### src/rtl/cfgport_pkg.sv
`timescale 1ns/1ps
package cfgport_pkg;
  typedef enum logic [1:0] {ST_LOCKED, ST_KEY1, ST_OPEN} unlock_st_t;

  localparam logic [7:0] KEY_ENTER   = 8'h87;
  localparam logic [7:0] KEY_EXIT    = 8'hAA;
  localparam logic [7:0] IDX_LDSEL   = 8'h07;
  localparam logic [7:0] IDX_ID_LO   = 8'h20;
  localparam logic [7:0] IDX_ID_HI   = 8'h24;
  localparam logic [7:0] IDX_MUX_LO  = 8'h26;
  localparam logic [7:0] IDX_MUX_HI  = 8'h2C;
  localparam logic [7:0] IDX_DEV_EN  = 8'h30;
  localparam logic [7:0] IDX_BASE_H  = 8'h60;
  localparam logic [7:0] IDX_BASE_L  = 8'h61;
  localparam logic [7:0] IDX_PRIV_LO = 8'hF0;
  localparam int         NUM_MUX     = int'(IDX_MUX_HI) - int'(IDX_MUX_LO) + 1;

  function automatic logic in_span(input logic [7:0] v, input int lo, input int hi);
    return (int'(v) >= lo) && (int'(v) <= hi);
  endfunction

  // identification byte for an index in the ID span, high byte first
  function automatic logic [7:0] id_byte(input logic [7:0] idx, input logic [15:0] dev,
                                         input logic [7:0] rev, input logic [15:0] mfg);
    case (idx)
      8'h20:   return dev[15:8];
      8'h21:   return dev[7:0];
      8'h22:   return rev;
      8'h23:   return mfg[15:8];
      8'h24:   return mfg[7:0];
      default: return 8'hFF;
    endcase
  endfunction
endpackage

### src/rtl/cfgport_unlock.sv
`timescale 1ns/1ps
module cfgport_unlock
  import cfgport_pkg::*;
(
  input  logic       clk,
  input  logic       rst_n,
  input  logic       idx_wr,
  input  logic [7:0] wdata,
  output logic       open,
  output logic       key_hit,
  output logic       exit_hit,
  output logic       idx_load
);
  unlock_st_t st_q, st_d;

  assign key_hit  = idx_wr && (wdata == KEY_ENTER) && (st_q != ST_OPEN);
  assign exit_hit = idx_wr && (wdata == KEY_EXIT) && (st_q == ST_OPEN);
  assign idx_load = idx_wr && (wdata != KEY_EXIT) && (st_q == ST_OPEN);
  assign open     = (st_q == ST_OPEN);

  always_comb begin
    st_d = st_q;
    case (st_q)
      ST_LOCKED: if (key_hit) st_d = ST_KEY1;
      ST_KEY1:   if (idx_wr) st_d = key_hit ? ST_OPEN : ST_LOCKED;
      ST_OPEN:   if (exit_hit) st_d = ST_LOCKED;
      default:   st_d = ST_LOCKED;
    endcase
  end

  always_ff @(posedge clk or negedge rst_n)
    if (!rst_n) st_q <= ST_LOCKED;
    else        st_q <= st_d;
endmodule

### src/rtl/cfgport_globals.sv
`timescale 1ns/1ps
module cfgport_globals
  import cfgport_pkg::*;
#(
  parameter logic [15:0] DEV_ID = 16'h5A17,
  parameter logic [7:0]  REV_ID = 8'h03,
  parameter logic [15:0] MFG_ID = 16'h1934
) (
  input  logic                   clk,
  input  logic                   rst_n,
  input  logic                   wr_en,
  input  logic [7:0]             idx,
  input  logic [7:0]             wdata,
  output logic [7:0]             rd_byte,
  output logic                   hit,
  output logic [7:0]             ldsel,
  output logic [NUM_MUX*8-1:0]   mux_flat
);
  logic [7:0] mux_q [NUM_MUX];
  logic       mux_hit, id_hit;
  logic [7:0] moff;

  assign mux_hit = in_span(idx, int'(IDX_MUX_LO), int'(IDX_MUX_HI));
  assign id_hit  = in_span(idx, int'(IDX_ID_LO), int'(IDX_ID_HI));
  assign hit     = mux_hit || id_hit || (idx == IDX_LDSEL);
  assign moff    = idx - IDX_MUX_LO;

  always_ff @(posedge clk or negedge rst_n) begin
    if (!rst_n) begin
      ldsel <= '0;
      for (int i = 0; i < NUM_MUX; i++) mux_q[i] <= '0;
    end else if (wr_en) begin
      if (idx == IDX_LDSEL) ldsel <= wdata;
      for (int i = 0; i < NUM_MUX; i++)
        if (mux_hit && int'(moff) == i) mux_q[i] <= wdata;
    end
  end

  always_comb begin
    rd_byte = 8'hFF;
    if (idx == IDX_LDSEL) rd_byte = ldsel;
    else if (id_hit)      rd_byte = id_byte(idx, DEV_ID, REV_ID, MFG_ID);
    else if (mux_hit)
      for (int i = 0; i < NUM_MUX; i++)
        if (int'(moff) == i) rd_byte = mux_q[i];
  end

  for (genvar g = 0; g < NUM_MUX; g++) begin : g_mux
    assign mux_flat[g*8 +: 8] = mux_q[g];
  end
endmodule

### src/rtl/cfgport_devbank.sv
`timescale 1ns/1ps
module cfgport_devbank
  import cfgport_pkg::*;
#(
  parameter int NUM_DEV  = 8,
  parameter int NUM_PRIV = 8
) (
  input  logic                          clk,
  input  logic                          rst_n,
  input  logic                          wr_en,
  input  logic [7:0]                    ldsel,
  input  logic [7:0]                    idx,
  input  logic [7:0]                    wdata,
  output logic [7:0]                    rd_byte,
  output logic                          hit,
  output logic [NUM_DEV-1:0]            en_flat,
  output logic [NUM_DEV*16-1:0]         base_flat,
  output logic [NUM_DEV*NUM_PRIV*8-1:0] priv_flat
);
  logic             en_q   [NUM_DEV];
  logic [15:0]      base_q [NUM_DEV];
  logic [7:0]       priv_q [NUM_DEV][NUM_PRIV];
  logic             dev_ok, priv_hit, reg_hit;
  logic [7:0]       poff;

  assign dev_ok   = int'(ldsel) < NUM_DEV;
  assign priv_hit = in_span(idx, int'(IDX_PRIV_LO), int'(IDX_PRIV_LO) + NUM_PRIV - 1);
  assign reg_hit  = (idx == IDX_DEV_EN) || (idx == IDX_BASE_H) || (idx == IDX_BASE_L) || priv_hit;
  assign hit      = dev_ok && reg_hit;
  assign poff     = idx - IDX_PRIV_LO;

  always_ff @(posedge clk or negedge rst_n) begin
    if (!rst_n) begin
      for (int d = 0; d < NUM_DEV; d++) begin
        en_q[d]   <= 1'b0;
        base_q[d] <= '0;
        for (int p = 0; p < NUM_PRIV; p++) priv_q[d][p] <= '0;
      end
    end else if (wr_en && hit) begin
      for (int d = 0; d < NUM_DEV; d++) begin
        if (int'(ldsel) == d) begin
          if (idx == IDX_DEV_EN) en_q[d]         <= wdata[0];
          if (idx == IDX_BASE_H) base_q[d][15:8] <= wdata;
          if (idx == IDX_BASE_L) base_q[d][7:0]  <= wdata;
          for (int p = 0; p < NUM_PRIV; p++)
            if (priv_hit && int'(poff) == p) priv_q[d][p] <= wdata;
        end
      end
    end
  end

  always_comb begin
    rd_byte = 8'hFF;
    for (int d = 0; d < NUM_DEV; d++) begin
      if (hit && int'(ldsel) == d) begin
        if (idx == IDX_DEV_EN)      rd_byte = {7'b0, en_q[d]};
        else if (idx == IDX_BASE_H) rd_byte = base_q[d][15:8];
        else if (idx == IDX_BASE_L) rd_byte = base_q[d][7:0];
        else
          for (int p = 0; p < NUM_PRIV; p++)
            if (int'(poff) == p) rd_byte = priv_q[d][p];
      end
    end
  end

  for (genvar d = 0; d < NUM_DEV; d++) begin : g_dev
    assign en_flat[d]            = en_q[d];
    assign base_flat[d*16 +: 16] = base_q[d];
    for (genvar p = 0; p < NUM_PRIV; p++) begin : g_priv
      assign priv_flat[(d*NUM_PRIV+p)*8 +: 8] = priv_q[d][p];
    end
  end
endmodule

### src/rtl/cfgport_regfile.sv
`timescale 1ns/1ps
module cfgport_regfile
  import cfgport_pkg::*;
#(
  parameter bit          USE_ALT_BASE = 1'b0,
  parameter int          NUM_DEV      = 8,
  parameter int          NUM_PRIV     = 8,
  parameter logic [15:0] DEV_ID       = 16'h5A17,
  parameter logic [7:0]  REV_ID       = 8'h03,
  parameter logic [15:0] MFG_ID       = 16'h1934
) (
  input  logic                          clk,
  input  logic                          rst_n,
  input  logic [15:0]                   io_addr,
  input  logic                          io_wr,
  input  logic                          io_rd,
  input  logic [7:0]                    io_wdata,
  output logic [7:0]                    io_rdata,
  output logic                          io_rd_valid,
  output logic                          cfg_open,
  output logic [7:0]                    ldev_sel,
  output logic [NUM_MUX*8-1:0]          mux_regs,
  output logic [NUM_DEV-1:0]            dev_enable,
  output logic [NUM_DEV*16-1:0]         dev_base,
  output logic [NUM_DEV*NUM_PRIV*8-1:0] dev_priv
);
  localparam logic [15:0] BASE = USE_ALT_BASE ? 16'h004E : 16'h002E;

  // named events
  logic       at_idx, at_dat, idx_wr, dat_wr, locked_dat_wr, rd_port;
  logic       key_hit, exit_hit, idx_load;
  logic [7:0] index_q, glob_rd, dev_rd, rd_next;
  logic       glob_hit, dev_hit;

  assign at_idx        = (io_addr == BASE);
  assign at_dat        = (io_addr == BASE + 16'd1);
  assign idx_wr        = io_wr && at_idx;
  assign dat_wr        = io_wr && at_dat && cfg_open;
  assign locked_dat_wr = io_wr && at_dat && !cfg_open;
  assign rd_port       = io_rd && (at_idx || at_dat);

  cfgport_unlock u_unlock (
    .clk(clk), .rst_n(rst_n), .idx_wr(idx_wr), .wdata(io_wdata),
    .open(cfg_open), .key_hit(key_hit), .exit_hit(exit_hit), .idx_load(idx_load)
  );

  always_ff @(posedge clk or negedge rst_n)
    if (!rst_n)        index_q <= '0;
    else if (idx_load) index_q <= io_wdata;

  cfgport_globals #(.DEV_ID(DEV_ID), .REV_ID(REV_ID), .MFG_ID(MFG_ID)) u_glob (
    .clk(clk), .rst_n(rst_n), .wr_en(dat_wr), .idx(index_q), .wdata(io_wdata),
    .rd_byte(glob_rd), .hit(glob_hit), .ldsel(ldev_sel), .mux_flat(mux_regs)
  );

  cfgport_devbank #(.NUM_DEV(NUM_DEV), .NUM_PRIV(NUM_PRIV)) u_dev (
    .clk(clk), .rst_n(rst_n), .wr_en(dat_wr), .ldsel(ldev_sel), .idx(index_q),
    .wdata(io_wdata), .rd_byte(dev_rd), .hit(dev_hit), .en_flat(dev_enable),
    .base_flat(dev_base), .priv_flat(dev_priv)
  );

  always_comb begin
    rd_next = 8'hFF;
    if (cfg_open) begin
      if (at_idx)        rd_next = index_q;
      else if (glob_hit) rd_next = glob_rd;
      else if (dev_hit)  rd_next = dev_rd;
    end
  end

  always_ff @(posedge clk or negedge rst_n) begin
    if (!rst_n) begin
      io_rdata    <= 8'hFF;
      io_rd_valid <= 1'b0;
    end else begin
      io_rd_valid <= rd_port;
      if (rd_port) io_rdata <= rd_next;
    end
  end
endmodule

### config.mk
export PLATFORM = sky130hd
export DESIGN_NAME = cfgport_regfile
export DESIGN_NICKNAME = d
export VERILOG_FILES = /design/src/rtl/cfgport_pkg.sv /design/src/rtl/cfgport_unlock.sv /design/src/rtl/cfgport_globals.sv /design/src/rtl/cfgport_devbank.sv /design/src/rtl/cfgport_regfile.sv
export SDC_FILE = /design/constraint.sdc
export NUM_CORES = 1
export LEC_CHECK = 0
export BUFFER_PORTS_ARGS = -buffer_cell sky130_fd_sc_hd__clkbuf_2
export CORE_AREA = 2 2 288 290
export CTS_BUF_LIST = sky130_fd_sc_hd__clkbuf_4 sky130_fd_sc_hd__clkbuf_8 sky130_fd_sc_hd__clkbuf_16
export CTS_CLUSTER_DIAMETER = 150
export DETAILED_ROUTE_END_ITERATION = 6
export DIE_AREA = 0 0 290 292
export PLACE_DENSITY = 0.67
export SYNTH_ARGS = -nofsm -noshare
export SYNTH_HDL_FRONTEND = slang
export SYNTH_HIERARCHICAL = 1
export SYNTH_SLANG_ARGS = --single-unit
### constraint.sdc
create_clock -name clk -period 10.7 [get_ports clk]
set_clock_uncertainty 0.2 [all_clocks]
set_input_delay 1.605 -clock clk [delete_from_list [all_inputs] [get_ports clk]]
set_output_delay 1.605 -clock clk [all_outputs]
set_load 0.03 [all_outputs]
==> impl_metrics.env <==
export IMPL_outcome="finished with violations"
export IMPL_failed_checks="design-rule violations"
export IMPL_p_per_area_nw_per_um2=132
export IMPL_post_cts_buffers=0
export IMPL_syn_num_nets=3061
export IMPL_crit_type="flip-flop to flip-flop"
export IMPL_drc_errors=14
export IMPL_ys_warn_count=6
export IMPL_dpl_instance_area_um2=40900
export IMPL_power_total_w=0.00577
export IMPL_clock_latency_ns=0.66
export IMPL_maxSlewViolCount=0
export IMPL_clkTransAtPathRegs_ns=0.06
export IMPL_fin_nets=3740
export IMPL_cp_max_fo=40
export IMPL_power_leakage_nw=21.6
export IMPL_drt_iter0_markers=4433
export IMPL_ctsHoldBuffers=0
export IMPL_numCtsBuffers=79
export IMPL_start_util_pct=44.4
export IMPL_grt_remaining_overflow=0
export IMPL_tightest_slew_ns=1.41
export IMPL_slew_headroom_pct=6.13
export IMPL_placed_cells=4700
export IMPL_pre_cts_ws_ns=4.83
export IMPL_syn_area_um2=36200
export IMPL_post_route_cell_area_um2=43700
export IMPL_gp_congestion=1.00
export IMPL_drive_gt1_share_pct=49.5
export IMPL_pin_count=750
export IMPL_final_cells=4842
export IMPL_setup_viol=0
export IMPL_wl_per_cell_um=37.0
export IMPL_rsz0062_at_grt="false"
export IMPL_multiInputGateArea_um2=17000
export IMPL_post_drt_via_cell_ratio=6.74
export IMPL_critPathLaunchType="flip-flop"
export IMPL_cts_tree="yes"
export IMPL_wirelength_mm=179
export IMPL_post_route_period_util_pct=57.1
export IMPL_drt_pass1_iter_count=7
export IMPL_worst_slack_ns=4.59
export IMPL_critPathCaptureType="flip-flop"
export IMPL_grt_max_degree=160
export IMPL_htreeDepth=3
export IMPL_clock_sinks=731
export IMPL_ir_drop_v=0.000105
export IMPL_dpl_hpwl_mm=128
export IMPL_die_w_um=290
export IMPL_synth_area_per_cell_um2=11.9
export IMPL_dieArea_um2=84700
export IMPL_grt_pass1_vias=31500
export IMPL_regArea_um2=18300
export IMPL_gr_usage_met1_pct=51.6
export IMPL_cts_root_buffer="clkbuf_16"
export IMPL_fmax_ghz=0.164
export IMPL_die_h_um=292
export IMPL_busiest_layer="met2"
export IMPL_core_um2=81600
export IMPL_antenna_found_initial=2
export IMPL_grtUsageMet3_pct=13.6
export IMPL_cp_data_arrival_time_ns=6.50
export IMPL_io_buffer_count=749
export IMPL_grt_use_total_pct=41.0
export IMPL_rows=105
export IMPL_fin_setup_tns_ns=0
export IMPL_clk_path_buf_depth=3
export IMPL_worstHoldPathType="flip-flop to flip-flop"
export IMPL_max_cap_viol_count=0
export IMPL_grt_pass1_wl_mm=249
export IMPL_fin_crit_ns=6.11
export IMPL_use_met2_pct=61.5
export IMPL_ant_nets=0
export IMPL_hold_violations=0
export IMPL_cts_resized=0
export IMPL_area_growth_pct=20.7
export IMPL_cp_required_ns=11.10
export IMPL_vias=32600
export IMPL_syn_inst=3032
export IMPL_nFillCells=7236
[worst max-delay path, stage by stage (launching register included)]
cell and delay, ns:
dfrtp_4 0.74, buf_4 0.60, or4_1 0.44, or2_2 0.60, nand3_2 0.33, nor2_2 0.47
o21ai_0 0.22, or3_1 0.47, o31ai_1 0.45, nand4_1 0.29, o311ai_0 0.29, a221o_1 0.31
nor3b_1 0.07, o311ai_0 0.31, mux2_2 0.20
[stage by stage]
| stage | hold WS, ns | utilization (%) |
|---|---|---|
| after floorplan | 0.272 | - |
| after global placement | 0.281 | 50.2 |
| after detailed placement | 0.296 | 50.2 |
| after CTS | 0.308 | 53.5 |
| after global routing | 0.337 | 53.5 |
| final | 0.321 | 53.5 |
[cell usage in the layout, fill, tap and decap left out, drive strengths merged, types with 19 or more instances in the layout]
| master | instances |
|---|---|
| nor2b | 19 |
| a22oi | 25 |
| mux2 | 745 |
| inv | 21 |
| nand3 | 39 |
| o22ai | 60 |
| nor3 | 42 |
| nand2 | 138 |
| buf | 66 |
| a21oi | 161 |
| nor2 | 235 |
| nor4 | 20 |
| a221oi | 30 |
| clkbuf | 851 |
| mux4 | 24 |
| dfrtp | 723 |
| nand2b | 24 |
| o221ai | 27 |
| mux2i | 45 |
| o21ai | 154 |
[power breakdown]
part           internal [W]  switching [W]  leakage (nW)
Clock               0.00166        0.00121          1.35
Sequential          0.00276   0.0000000706          10.1
Combinational     0.0000133       0.000121          10.1
[registers in the layout, summed over array words and instances, names as in the netlist]
register / count
io_rdata: 8
u_dev/base_flat: 128
u_glob/mux_flat: 56
u_dev/priv_flat: 512
u_glob/ldsel: 8
index_q: 8
u_unlock/st_q: 2
u_dev/en_flat: 8
io_rd_valid: 1
[final cells by class]
class / instances / area share [%]
inverter: 21 / 0.180
timing repair buffer: 806 / 9.66
multi-input combinational: 2072 / 38.9
clock buffer: 111 / 5.36
antenna: 4 / 0.0229
clock inverter: 27 / 0.891
sequential: 731 / 41.9
tap: 1070 / 3.06
[path summary, 6_finish.rpt]
path / startpoint / to / slack, ns / depth (start not counted)
max: index_q[0] / io_rdata[4] / 4.59 / 14
min: u_unlock/st_q[1] / u_unlock/st_q[0] / 0.32 / 1
max reg2reg: index_q[0] / io_rdata[4] / 4.59 / 14
min reg2reg: u_unlock/st_q[1] / u_unlock/st_q[0] / 0.32 / 1
max in group asynchronous: rst_n / u_dev/priv_flat[470] / 7.17 / 3
min in group asynchronous: rst_n / u_glob/mux_flat[42] / 0.83 / 1
[per-layer routing]
metal	wire [um]	up-vias
met5	0	-
met4	13100	0
met3	22200	625
met2	78600	2582
met1	65500	16800
li1	-	12700
(Power assumes the default switching activity.)
